**config.mk**
```make
export PLATFORM = sky130hd
export DESIGN_NAME = conv_layer_seq
export DESIGN_NICKNAME = d
export VERILOG_FILES = /design/src/rtl/cls_pkg.sv /design/src/rtl/cls_scan_ctr.sv /design/src/rtl/cls_chan_ctr.sv /design/src/rtl/cls_out_coord.sv /design/src/rtl/conv_layer_seq.sv
export SDC_FILE = /design/constraint.sdc
export NUM_CORES = 1
export LEC_CHECK = 0
export BUFFER_PORTS_ARGS = -buffer_cell sky130_fd_sc_hd__clkbuf_2
export CELL_PAD_IN_SITES_DETAIL_PLACEMENT = 1
export CELL_PAD_IN_SITES_GLOBAL_PLACEMENT = 1
export CORE_MARGIN = 3
export CORE_UTILIZATION = 36
export CTS_BUF_LIST = sky130_fd_sc_hd__clkbuf_4 sky130_fd_sc_hd__clkbuf_8 sky130_fd_sc_hd__clkbuf_16
export DETAILED_ROUTE_END_ITERATION = 12
export HOLD_SLACK_MARGIN = 0.03
export PLACE_DENSITY = 0.82
export SETUP_SLACK_MARGIN = 0.1
export SYNTH_ARGS = -nofsm -noshare
export SYNTH_HDL_FRONTEND = slang
export SYNTH_SLANG_ARGS = --single-unit
```
**constraint.sdc**
```tcl
create_clock -name clk -period 2.6 [get_ports clk]
set_input_delay 0.52 -clock clk [delete_from_list [all_inputs] [get_ports clk]]
set_output_delay 0.52 -clock clk [all_outputs]
set_load 0.01 [all_outputs]
```
**src/rtl/cls_pkg.sv**
```systemverilog
package cls_pkg;

   typedef enum logic [3:0] {
      ST_IDLE,
      ST_WLOAD,
      ST_PRE_ROW,
      ST_PRE_PIX0,
      ST_PIX_PRE,
      ST_PE,
      ST_PP,
      ST_WB,
      ST_GP,
      ST_NEXT
   } seq_state_e;

endpackage

```
**src/rtl/cls_scan_ctr.sv**
```systemverilog
module cls_scan_ctr #(
   parameter int DIM_W = 8
) (
   input  logic             clk,
   input  logic             rst_n,
   input  logic             clear,
   input  logic             step,
   input  logic [DIM_W-1:0] rows,
   input  logic [DIM_W-1:0] cols,
   output logic [DIM_W-1:0] row_idx,
   output logic [DIM_W-1:0] col_idx,
   output logic             at_end
);
   localparam logic [DIM_W-1:0] ONE = DIM_W'(1);

   logic row_end;
   assign row_end = (col_idx == cols - ONE);
   assign at_end  = row_end && (row_idx == rows - ONE);

   always_ff @(posedge clk or negedge rst_n) begin
      if (!rst_n) begin
         row_idx <= '0;
         col_idx <= '0;
      end else if (clear) begin
         row_idx <= '0;
         col_idx <= '0;
      end else if (step) begin
         if (row_end) begin
            col_idx <= '0;
            row_idx <= row_idx + ONE;
         end else begin
            col_idx <= col_idx + ONE;
         end
      end
   end
endmodule

```
**src/rtl/cls_chan_ctr.sv**
```systemverilog
module cls_chan_ctr #(
   parameter int CH_W = 8
) (
   input  logic            clk,
   input  logic            rst_n,
   input  logic            clear,
   input  logic            step,
   input  logic [CH_W-1:0] count,
   output logic [CH_W-1:0] idx,
   output logic            at_last
);
   localparam logic [CH_W-1:0] ONE = CH_W'(1);

   assign at_last = (idx == count - ONE);

   always_ff @(posedge clk or negedge rst_n) begin
      if (!rst_n)      idx <= '0;
      else if (clear)  idx <= '0;
      else if (step)   idx <= idx + ONE;
   end
endmodule

```
**src/rtl/cls_out_coord.sv**
```systemverilog
module cls_out_coord #(
   parameter int DIM_W           = 8,
   parameter bit SUPPORT_STRIDE2 = 1'b1
) (
   input  logic             stride2,
   input  logic [DIM_W-1:0] in_y,
   input  logic [DIM_W-1:0] in_x,
   output logic [DIM_W-1:0] out_y,
   output logic [DIM_W-1:0] out_x,
   output logic             skip,
   output logic             origin
);
   generate
      if (SUPPORT_STRIDE2) begin : g_s2
         assign out_y  = stride2 ? (in_y >> 1) : in_y;
         assign out_x  = stride2 ? (in_x >> 1) : in_x;
         assign skip   = stride2 && (in_y[0] || in_x[0]);
      end else begin : g_s1
         logic unused_s;
         assign unused_s = stride2;
         assign out_y    = in_y;
         assign out_x    = in_x;
         assign skip     = 1'b0;
      end
   endgenerate

   assign origin = (out_y == '0) && (out_x == '0);
endmodule

```
**src/rtl/conv_layer_seq.sv**
```systemverilog
module conv_layer_seq
   import cls_pkg::*;
#(
   parameter int DIM_W           = 8,
   parameter int CH_W            = 8,
   parameter bit SUPPORT_STRIDE2 = 1'b1,
   parameter bit HAS_GPOOL       = 1'b1
) (
   input  logic             clk,
   input  logic             rst_n,
   input  logic             start,
   input  logic [DIM_W-1:0] cfg_rows,
   input  logic [DIM_W-1:0] cfg_cols,
   input  logic [CH_W-1:0]  cfg_ch_in,
   input  logic [CH_W-1:0]  cfg_ch_out,
   input  logic             cfg_stride2,
   input  logic             cfg_gpool,
   output logic             idle,
   output logic             layer_done,
   output logic             wld_valid,
   input  logic             wld_done,
   output logic             pre_valid,
   output logic             pre_full_row,
   input  logic             pre_done,
   output logic             pe_valid,
   output logic [DIM_W-1:0] pe_y,
   output logic [DIM_W-1:0] pe_x,
   output logic [CH_W-1:0]  pe_ci,
   input  logic             pe_done,
   output logic             pp_valid,
   output logic [CH_W-1:0]  pp_co,
   input  logic             pp_done,
   output logic             wb_valid,
   output logic [DIM_W-1:0] wb_y,
   output logic [DIM_W-1:0] wb_x,
   output logic [CH_W-1:0]  wb_co,
   input  logic             wb_done,
   output logic             gp_valid,
   output logic             gp_set,
   output logic [CH_W-1:0]  gp_co,
   input  logic             gp_done
);
   localparam int MIN_W = 2;
   localparam int MAX_W = 16;

   generate
      if (DIM_W < MIN_W || DIM_W > MAX_W) begin : g_bad_dim
         $error("conv_layer_seq: DIM_W out of range");
      end
      if (CH_W < 1 || CH_W > MAX_W) begin : g_bad_ch
         $error("conv_layer_seq: CH_W out of range");
      end
   endgenerate

   seq_state_e st_q, st_d;

   logic [DIM_W-1:0] rows_q, cols_q;
   logic [CH_W-1:0]  cin_q, cout_q;
   logic             s2_q, gp_q;
   logic             done_q;

   logic             accept;
   logic             scan_clr, scan_step, scan_last;
   logic [DIM_W-1:0] cur_y, cur_x, out_y, out_x;
   logic             ci_clr, ci_step, ci_last;
   logic             co_clr, co_step, co_last;
   logic [CH_W-1:0]  ci_idx, co_idx;
   logic             skip, origin;
   logic             gp_on;

   assign accept = (st_q == ST_IDLE) && start;

   always_ff @(posedge clk or negedge rst_n) begin
      if (!rst_n) begin
         rows_q <= '0;
         cols_q <= '0;
         cin_q  <= '0;
         cout_q <= '0;
         s2_q   <= 1'b0;
         gp_q   <= 1'b0;
      end else if (accept) begin
         rows_q <= cfg_rows;
         cols_q <= cfg_cols;
         cin_q  <= cfg_ch_in;
         cout_q <= cfg_ch_out;
         s2_q   <= cfg_stride2;
         gp_q   <= cfg_gpool;
      end
   end

   cls_scan_ctr #(.DIM_W(DIM_W)) u_scan (
      .clk     (clk),
      .rst_n   (rst_n),
      .clear   (scan_clr),
      .step    (scan_step),
      .rows    (rows_q),
      .cols    (cols_q),
      .row_idx (cur_y),
      .col_idx (cur_x),
      .at_end  (scan_last)
   );

   cls_chan_ctr #(.CH_W(CH_W)) u_ci (
      .clk     (clk),
      .rst_n   (rst_n),
      .clear   (ci_clr),
      .step    (ci_step),
      .count   (cin_q),
      .idx     (ci_idx),
      .at_last (ci_last)
   );

   cls_chan_ctr #(.CH_W(CH_W)) u_co (
      .clk     (clk),
      .rst_n   (rst_n),
      .clear   (co_clr),
      .step    (co_step),
      .count   (cout_q),
      .idx     (co_idx),
      .at_last (co_last)
   );

   cls_out_coord #(.DIM_W(DIM_W), .SUPPORT_STRIDE2(SUPPORT_STRIDE2)) u_coord (
      .stride2 (s2_q),
      .in_y    (cur_y),
      .in_x    (cur_x),
      .out_y   (out_y),
      .out_x   (out_x),
      .skip    (skip),
      .origin  (origin)
   );

   generate
      if (HAS_GPOOL) begin : g_pool
         assign gp_on    = gp_q;
         assign gp_valid = (st_q == ST_GP);
      end else begin : g_nopool
         logic unused_p;
         assign unused_p = gp_q ^ gp_done;
         assign gp_on    = 1'b0;
         assign gp_valid = 1'b0;
      end
   endgenerate

   always_comb begin
      st_d      = st_q;
      scan_clr  = 1'b0;
      scan_step = 1'b0;
      ci_clr    = 1'b0;
      ci_step   = 1'b0;
      co_clr    = 1'b0;
      co_step   = 1'b0;
      case (st_q)
         ST_IDLE: begin
            if (start) begin
               st_d     = ST_WLOAD;
               scan_clr = 1'b1;
            end
         end
         ST_WLOAD:    if (wld_done) st_d = ST_PRE_ROW;
         ST_PRE_ROW:  if (pre_done) st_d = ST_PRE_PIX0;
         ST_PRE_PIX0: if (pre_done) st_d = ST_PIX_PRE;
         ST_PIX_PRE: begin
            if (pre_done) begin
               if (skip) begin
                  st_d = ST_NEXT;
               end else begin
                  st_d   = ST_PE;
                  ci_clr = 1'b1;
               end
            end
         end
         ST_PE: begin
            if (pe_done) begin
               if (ci_last) begin
                  st_d   = ST_PP;
                  co_clr = 1'b1;
               end else begin
                  ci_step = 1'b1;
               end
            end
         end
         ST_PP: if (pp_done) st_d = ST_WB;
         ST_WB: begin
            if (wb_done) begin
               if (gp_on) begin
                  st_d = ST_GP;
               end else if (co_last) begin
                  st_d = ST_NEXT;
               end else begin
                  st_d    = ST_PP;
                  co_step = 1'b1;
               end
            end
         end
         ST_GP: begin
            if (gp_done) begin
               if (co_last) begin
                  st_d = ST_NEXT;
               end else begin
                  st_d    = ST_PP;
                  co_step = 1'b1;
               end
            end
         end
         ST_NEXT: begin
            if (scan_last) begin
               st_d = ST_IDLE;
            end else begin
               st_d      = ST_PIX_PRE;
               scan_step = 1'b1;
            end
         end
         default: st_d = ST_IDLE;
      endcase
   end

   always_ff @(posedge clk or negedge rst_n) begin
      if (!rst_n) st_q <= ST_IDLE;
      else        st_q <= st_d;
   end

   always_ff @(posedge clk or negedge rst_n) begin
      if (!rst_n)                              done_q <= 1'b0;
      else if (accept)                         done_q <= 1'b0;
      else if (st_q == ST_NEXT && scan_last)   done_q <= 1'b1;
   end

   assign idle         = (st_q == ST_IDLE);
   assign layer_done   = done_q;
   assign wld_valid    = (st_q == ST_WLOAD);
   assign pre_valid    = (st_q == ST_PRE_ROW) || (st_q == ST_PRE_PIX0) ||
                         (st_q == ST_PIX_PRE);
   assign pre_full_row = (st_q == ST_PRE_ROW);
   assign pe_valid     = (st_q == ST_PE);
   assign pe_y         = cur_y;
   assign pe_x         = cur_x;
   assign pe_ci        = ci_idx;
   assign pp_valid     = (st_q == ST_PP);
   assign pp_co        = co_idx;
   assign wb_valid     = (st_q == ST_WB);
   assign wb_y         = out_y;
   assign wb_x         = out_x;
   assign wb_co        = co_idx;
   assign gp_set       = origin;
   assign gp_co        = co_idx;
endmodule

```
Yosys cells after proc, flatten, opt, wreduce, memory -nomap -nowiden
Index checks and enable logic that the tools add are counted.
- register bits: 71
- output and inout port bits: 74
- word-level logic and storage cells: 108
- bits of input ports: 43
- equality and inequality tests: 23
- add/subtract/negate cells: 8
- multiplexer cells: 47
- reductions and logical operators: 18
- operator list (cell ; number):
    8-bit 2-to-1 mux ; 12
    4-bit 2-to-1 mux ; 13
    4-bit one-hot mux with 10 select lines ; 1
    8-bit by 1-bit adder with 8-bit output (second input constant) ; 4
    8-bit == test ; 4
    8-bit by 1-bit subtractor with 8-bit output (second input constant) ; 4
    1-bit 2-to-1 mux ; 19
    4-bit by 3-bit == test with 1-bit output (second input constant) ; 4
    8-bit logical NOT ; 2
    2-bit by 1-bit inequality test with 1-bit output (second input constant) ; 7
    10-bit AND reduction ; 1
    2-bit nonzero test ; 5
    4-bit by 2-bit == test with 1-bit output (second input constant) ; 2
    4-bit == test (second input constant) ; 2
    2-bit inequality test (second input constant) ; 3
    1-bit logical AND ; 5
    4-bit by 1-bit == test with 1-bit output (second input constant) ; 1
    4-bit logical NOT ; 1
    1-bit logical OR ; 3
    3-bit 2-to-1 mux ; 1
    1-bit one-hot mux with 2 select lines ; 1
    2-bit AND reduction ; 1

Longest topological paths before layout
- word-level depth: 8
- depth in mapped cells: 10
- depth with buffers taken out: 9

Hierarchy
From an unflattened synthesis, not the netlist that was laid out.
- cell total of the unflattened synthesis: 494
- area total of the unflattened synthesis: 5001.0 um^2
- modules (own cells, without submodules) (module ; area each (um^2) ; times used ; cells each ; sequential area each (um^2)):
    conv_layer_seq ; 2117.0 ; 1 ; 169 ; 975.9
    cls_scan_ctr ; 1337.5 ; 1 ; 153 ; 400.4
    cls_chan_ctr at u_co ; 646.9 ; 1 ; 70 ; 200.2
    cls_chan_ctr at u_ci ; 633.1 ; 1 ; 70 ; 200.2
    cls_out_coord ; 266.5 ; 1 ; 32 ; 0.0

Worst setup path after synthesis
Ideal clock, no wire load.
- kind: register to register
- start: register rows_q[0]
- end: register st_q[2]
- period minus slack after synthesis: 2548 ps
- path buffers: 0
- data required time: 2475 ps
- stages on the path, launching flop included: 10
- slack: 52 ps
- arrival time: 2423 ps
- setup time: 125 ps
- path through: dfrtp_1 inv_1 ha_1 or3b_4 nor4_2 o2111ai_2 a311oi_4 a21oi_2 a221o_1 mux2_2
- cells in the longest elaborated chain, start to end: 5
- ends and longest elaborated chain (item ; RTL line ; RTL):
    from (decl) ; conv_layer_seq.sv:57 ; logic [DIM_W-1:0] rows_q, cols_q;
    from (signal assigned) ; conv_layer_seq.sv:82 ; rows_q <= cfg_rows;
    8-bit by 1-bit subtractor with 8-bit output ; cls_scan_ctr.sv:18 ; assign at_end = row_end && (row_idx == rows - ONE);
    8-bit == test ; cls_scan_ctr.sv:18 ;
    1-bit logical AND ; cls_scan_ctr.sv:18 ;
    3-bit 2-to-1 mux ; conv_layer_seq.sv:207 ; if (scan_last) begin
    4-bit one-hot mux with 10 select lines ; conv_layer_seq.sv:153 ; case (st_q)
    to (signal assigned) ; conv_layer_seq.sv:220 ; else st_q <= st_d;
    to (decl) ; conv_layer_seq.sv:55 ; seq_state_e st_q, st_d;
Every way passes these cells.
A chain may end at the register's enable or synchronous reset.

Final worst setup path
- start: register rows_q[0]
- end: register u_scan.col_idx[7]
- cells in the longest elaborated chain, start to end: 6
- ends and longest elaborated chain (item ; RTL line ; RTL):
    8-bit by 1-bit subtractor with 8-bit output ; cls_scan_ctr.sv:18 ;
    8-bit == test ; cls_scan_ctr.sv:18 ;
    1-bit logical AND ; cls_scan_ctr.sv:18 ;
    1-bit 2-to-1 mux ; conv_layer_seq.sv:207 ;
    1-bit 2-to-1 mux ; conv_layer_seq.sv:153 ;
    2-bit nonzero test (no source line) ; - ;
    to (signal assigned) ; cls_scan_ctr.sv:32 ; col_idx <= col_idx + ONE;
    to (decl) ; cls_scan_ctr.sv:11 ; output logic [DIM_W-1:0] col_idx,
Every way passes these cells.

==> impl_metrics.toml <==
[yosys]
synthAdderAreaFrac_pct = 2.081
yosys.area_share.simple_pct = 25.78
ys.flop_type = "dfrtp_1"
synth-seq-area-share_pct = 36.94
synthXorXnorAreaFrac_pct = 9.469
yosysWarningCount = 0
synthesis.nets = 603
synthDistinctLibCells = 66
synth_compound_area_share_pct = 13.40
ys_seq_elements = 71
synth_top_family_by_area = "simple AND/OR/NAND/NOR gates"
synth_edf_count = 0
syn_inst = 552
avgSynthCellArea_um2 = 8.713
synth_mux_area_share_pct = 4.969
netlist_area_um2 = 4810
async_reset_ff_share_pct = 100.0

[clock_tree]
cts_sinks = 71
cts_root_buf = "clkbuf_16"
clk_pin_slew_worst_paths_ps = 60
htree_levels = 3
cts_tree = "yes"
insertion_delay_ps = 340
cts_buffers = 9
holdBufCountCts = 0
cts_buffer_depth = 2

[setup_path]
arrival_ps = 2910
cpPeakStageDelay_ps = 390
worst-setup-path-type = "reg2reg"
cpLargestDelayFamily = "compound AO/OA/AOI/OAI gates"
cp_slowest_cell = "dfrtp_1"
path_buf_inv = 3
path_cells = "inv_2, ha_4, or3b_4, o31a_1, o2111ai_2, a311oi_4, buf_4, buf_6, a2111oi_4, xor2_1, nor2b_2"
cp-end-kind = "flop"
worst_ep_required_time_ps = 2870
startpoint_type = "flop"
path_max_fanout = 4

[outcome]
violations = "setup timing"
outcome = "finished, violations left"

[grt]
grt_start_max_net_pins = 28
antenna_found_initial = 0
grt_pass1_wl_um = 25130
first_global_vias = 5008
grt_use_total_pct = 21.34
gr-total-overflow = 0

[floorplan]
start_util_pct = 37.50
dieWidth_um = 121.6
rows = 41
die_h_um = 121.6
boundaryPins = 117
die-area_um2 = 14780
core_um2 = 12820

[routing]
vias = 4604
dr.pass1.iters = 4
drtIter0Drc = 287
wl_um = 15780
vias_per_cell = 5.353
antenna_left = 0
routedWlPerCell_um = 18.35
drc = 0

[timing]
finalSetupTns_ps = -37.61
fmax_ghz = 0.3797
report.final.slew_viol_count = 0
rsz0062_at_grt = "yes"
clock_skew_ps = 5.490
min_period_ps = 2634
final.period_utilization_pct = 101.3
relSlewSlack_pct = 56.32
setup_ws_ps = -33.84
hold_viol = 0
worstMarginPinSlew_ps = 655.2
setup_viol = 2

[layout]
fin_cells = 860
design_area_um2 = 6264
nets = 735
syn2layout_area_growth_pct = 30.23
n_fill_cell = 1549
fin_util_pct = 48.84
diodes = 0
drive_gt1_share_pct = 35.76

[power]
power.total_mw = 6.661
p_leak_nw = 3.060
power_density_nw_per_um2 = 1063
ir_drop_uv = 420.0

[placed_design]
dp.cells = 831
place_congestion = 0.8632
port-buffer-count = 116
dpl_cell_area_um2 = 5585
dp_hpwl_um = 11460

[flow_run]
maxCapViolCount = 0

[hold_path]
min_path_type = "in2async"
## state kept, by name (all words and copies together) (netlist names)
| name | count |
|---|---|
| cin_q | 8 |
| cols_q | 8 |
| cout_q | 8 |
| gp_on | 1 |
| layer_done | 1 |
| rows_q | 8 |
| s2_q | 1 |
| st_q | 4 |
| u_ci.idx | 8 |
| u_co.idx | 8 |
| u_scan.col_idx | 8 |
| u_scan.row_idx | 8 |
## final timing paths
kind                                       startpoint                             to  slack [ps]  cells past startpoint
worst min-delay path                            rst_n          cout_q[7]$_DFFE_PN0P_         210                      1
max in group asynchronous                       rst_n               s2_q$_DFFE_PN0P_        1610                      3
worst min register to register  cout_q[7]$_DFFE_PN0P_          cout_q[7]$_DFFE_PN0P_         500                      2
worst max register to register  rows_q[0]$_DFFE_PN0P_  u_scan.col_idx[7]$_DFFE_PN0P_         -30                     11
min in group clk                         cfg_ch_in[7]           cin_q[7]$_DFFE_PN0P_         370                      3
worst max-delay path            rows_q[0]$_DFFE_PN0P_  u_scan.col_idx[7]$_DFFE_PN0P_         -30                     11
## logic make-up (layout without fill, tap and decap cells)
logic type / after synthesis / count (layout)
AND/OR/NAND/NOR: 249 / 249
AO/OA/AOI/OAI: 90 / 90
flip-flops: 71 / 71
buffers and inverters: 60 / 196
XOR/XNOR: 52 / 52
multiplexers: 22 / 22
adder cells (fa/ha/maj): 8 / 8
## through the flow
stage | hold slack, ps | worst slack [ps]
2_1_floorplan | 224.4 | 97.23
3_3_place_gp | 485.0 | 77.34
3_5_place_dp | 489.5 | -93.94
4_1_cts | 212.9 | -59.96
5_1_grt | 233.9 | -140.3
6_report | 209.3 | -33.84
## routing by layer
metal	share of wire [%]	global-route usage (%)	vias up
met3	4.3	4.457	23
met5	0	0	-
li1	-	-	2181
met4	2.0	7.423	0
met2	51	36.99	117
met1	43	26.35	2283
## power breakdown
| group | leakage [nW] | internal (mW) | switching [mW] |
|---|---|---|---|
| logic | 1.98 | 1.45 | 1.79 |
| registers | 0.919 | 1.46 | 0.570 |
| clock network | 0.165 | 0.911 | 0.480 |
| total | 3.06 | 3.82 | 2.84 |
## layout make-up
cell class	instances	area [um^2]	area share [%]
multi-input combinational	421	2885	46.06
sequential	71	1782	28.45
timing repair buffer	161	974.7	15.56
clock buffer	12	266.5	4.255
tap	172	215.2	3.436
inverter	20	75.07	1.199
clock inverter	3	65.06	1.039
## placed cells by master, fill, tap and decap left out, types with 3 or more instances in the layout
master	netlist	routed
clkbuf_2	0	114
nand2_1	99	98
dfrtp_1	71	67
nor2_1	48	47
buf_4	16	37
xnor2_1	32	32
o21ai_0	26	25
xor2_1	20	20
inv_1	20	17
nand4_1	16	16
mux2_2	15	15
nand3_1	14	14
nor3_1	12	11
nor2b_1	10	9
a31oi_1	10	9
a21oi_1	13	9
clkbuf_16	0	9
nand2b_1	8	8
mux2i_1	7	7
and3_1	6	6
ha_1	8	6
a21oi_2	1	5
buf_6	1	5
nor4_1	6	4
a211oi_1	6	4
dfrtp_2	0	4
inv_2	0	3
nor4_2	3	3
nand3b_1	3	3
or4_4	0	3
clkbuf_8	0	3
buf_12	0	3
## timing repair
action,CTS,global route
setup endpoints to repair,11,20
buffers inserted,10,5
gates resized for setup,26,23
pin swaps,16,15
## cell usage after synthesis (3+ instances only)
cell type,n,area share [%]
a2111oi_2,3,0.94
a211oi_1,6,0.94
a21oi_1,13,1.4
a31oi_1,10,1.3
and3_1,6,0.78
buf_2,3,0.31
buf_4,16,2.5
clkbuf_1,17,1.3
dfrtp_1,71,37
ha_1,8,2.1
inv_1,20,1.6
mux2_2,15,3.5
mux2i_1,7,1.5
nand2_1,99,7.7
nand2b_1,8,1.0
nand3_1,14,1.5
nand3b_1,3,0.47
nand4_1,16,2.1
nor2_1,48,3.7
nor2b_1,10,1.3
nor3_1,12,1.2
nor4_1,6,0.78
nor4_2,3,0.78
nor4b_1,3,0.55
o21ai_0,26,2.7
o31ai_1,3,0.47
or3_1,3,0.39
or4_1,5,0.78
xnor2_1,32,5.8
xor2_1,20,3.6
Power figures use the tool's default switching activity.
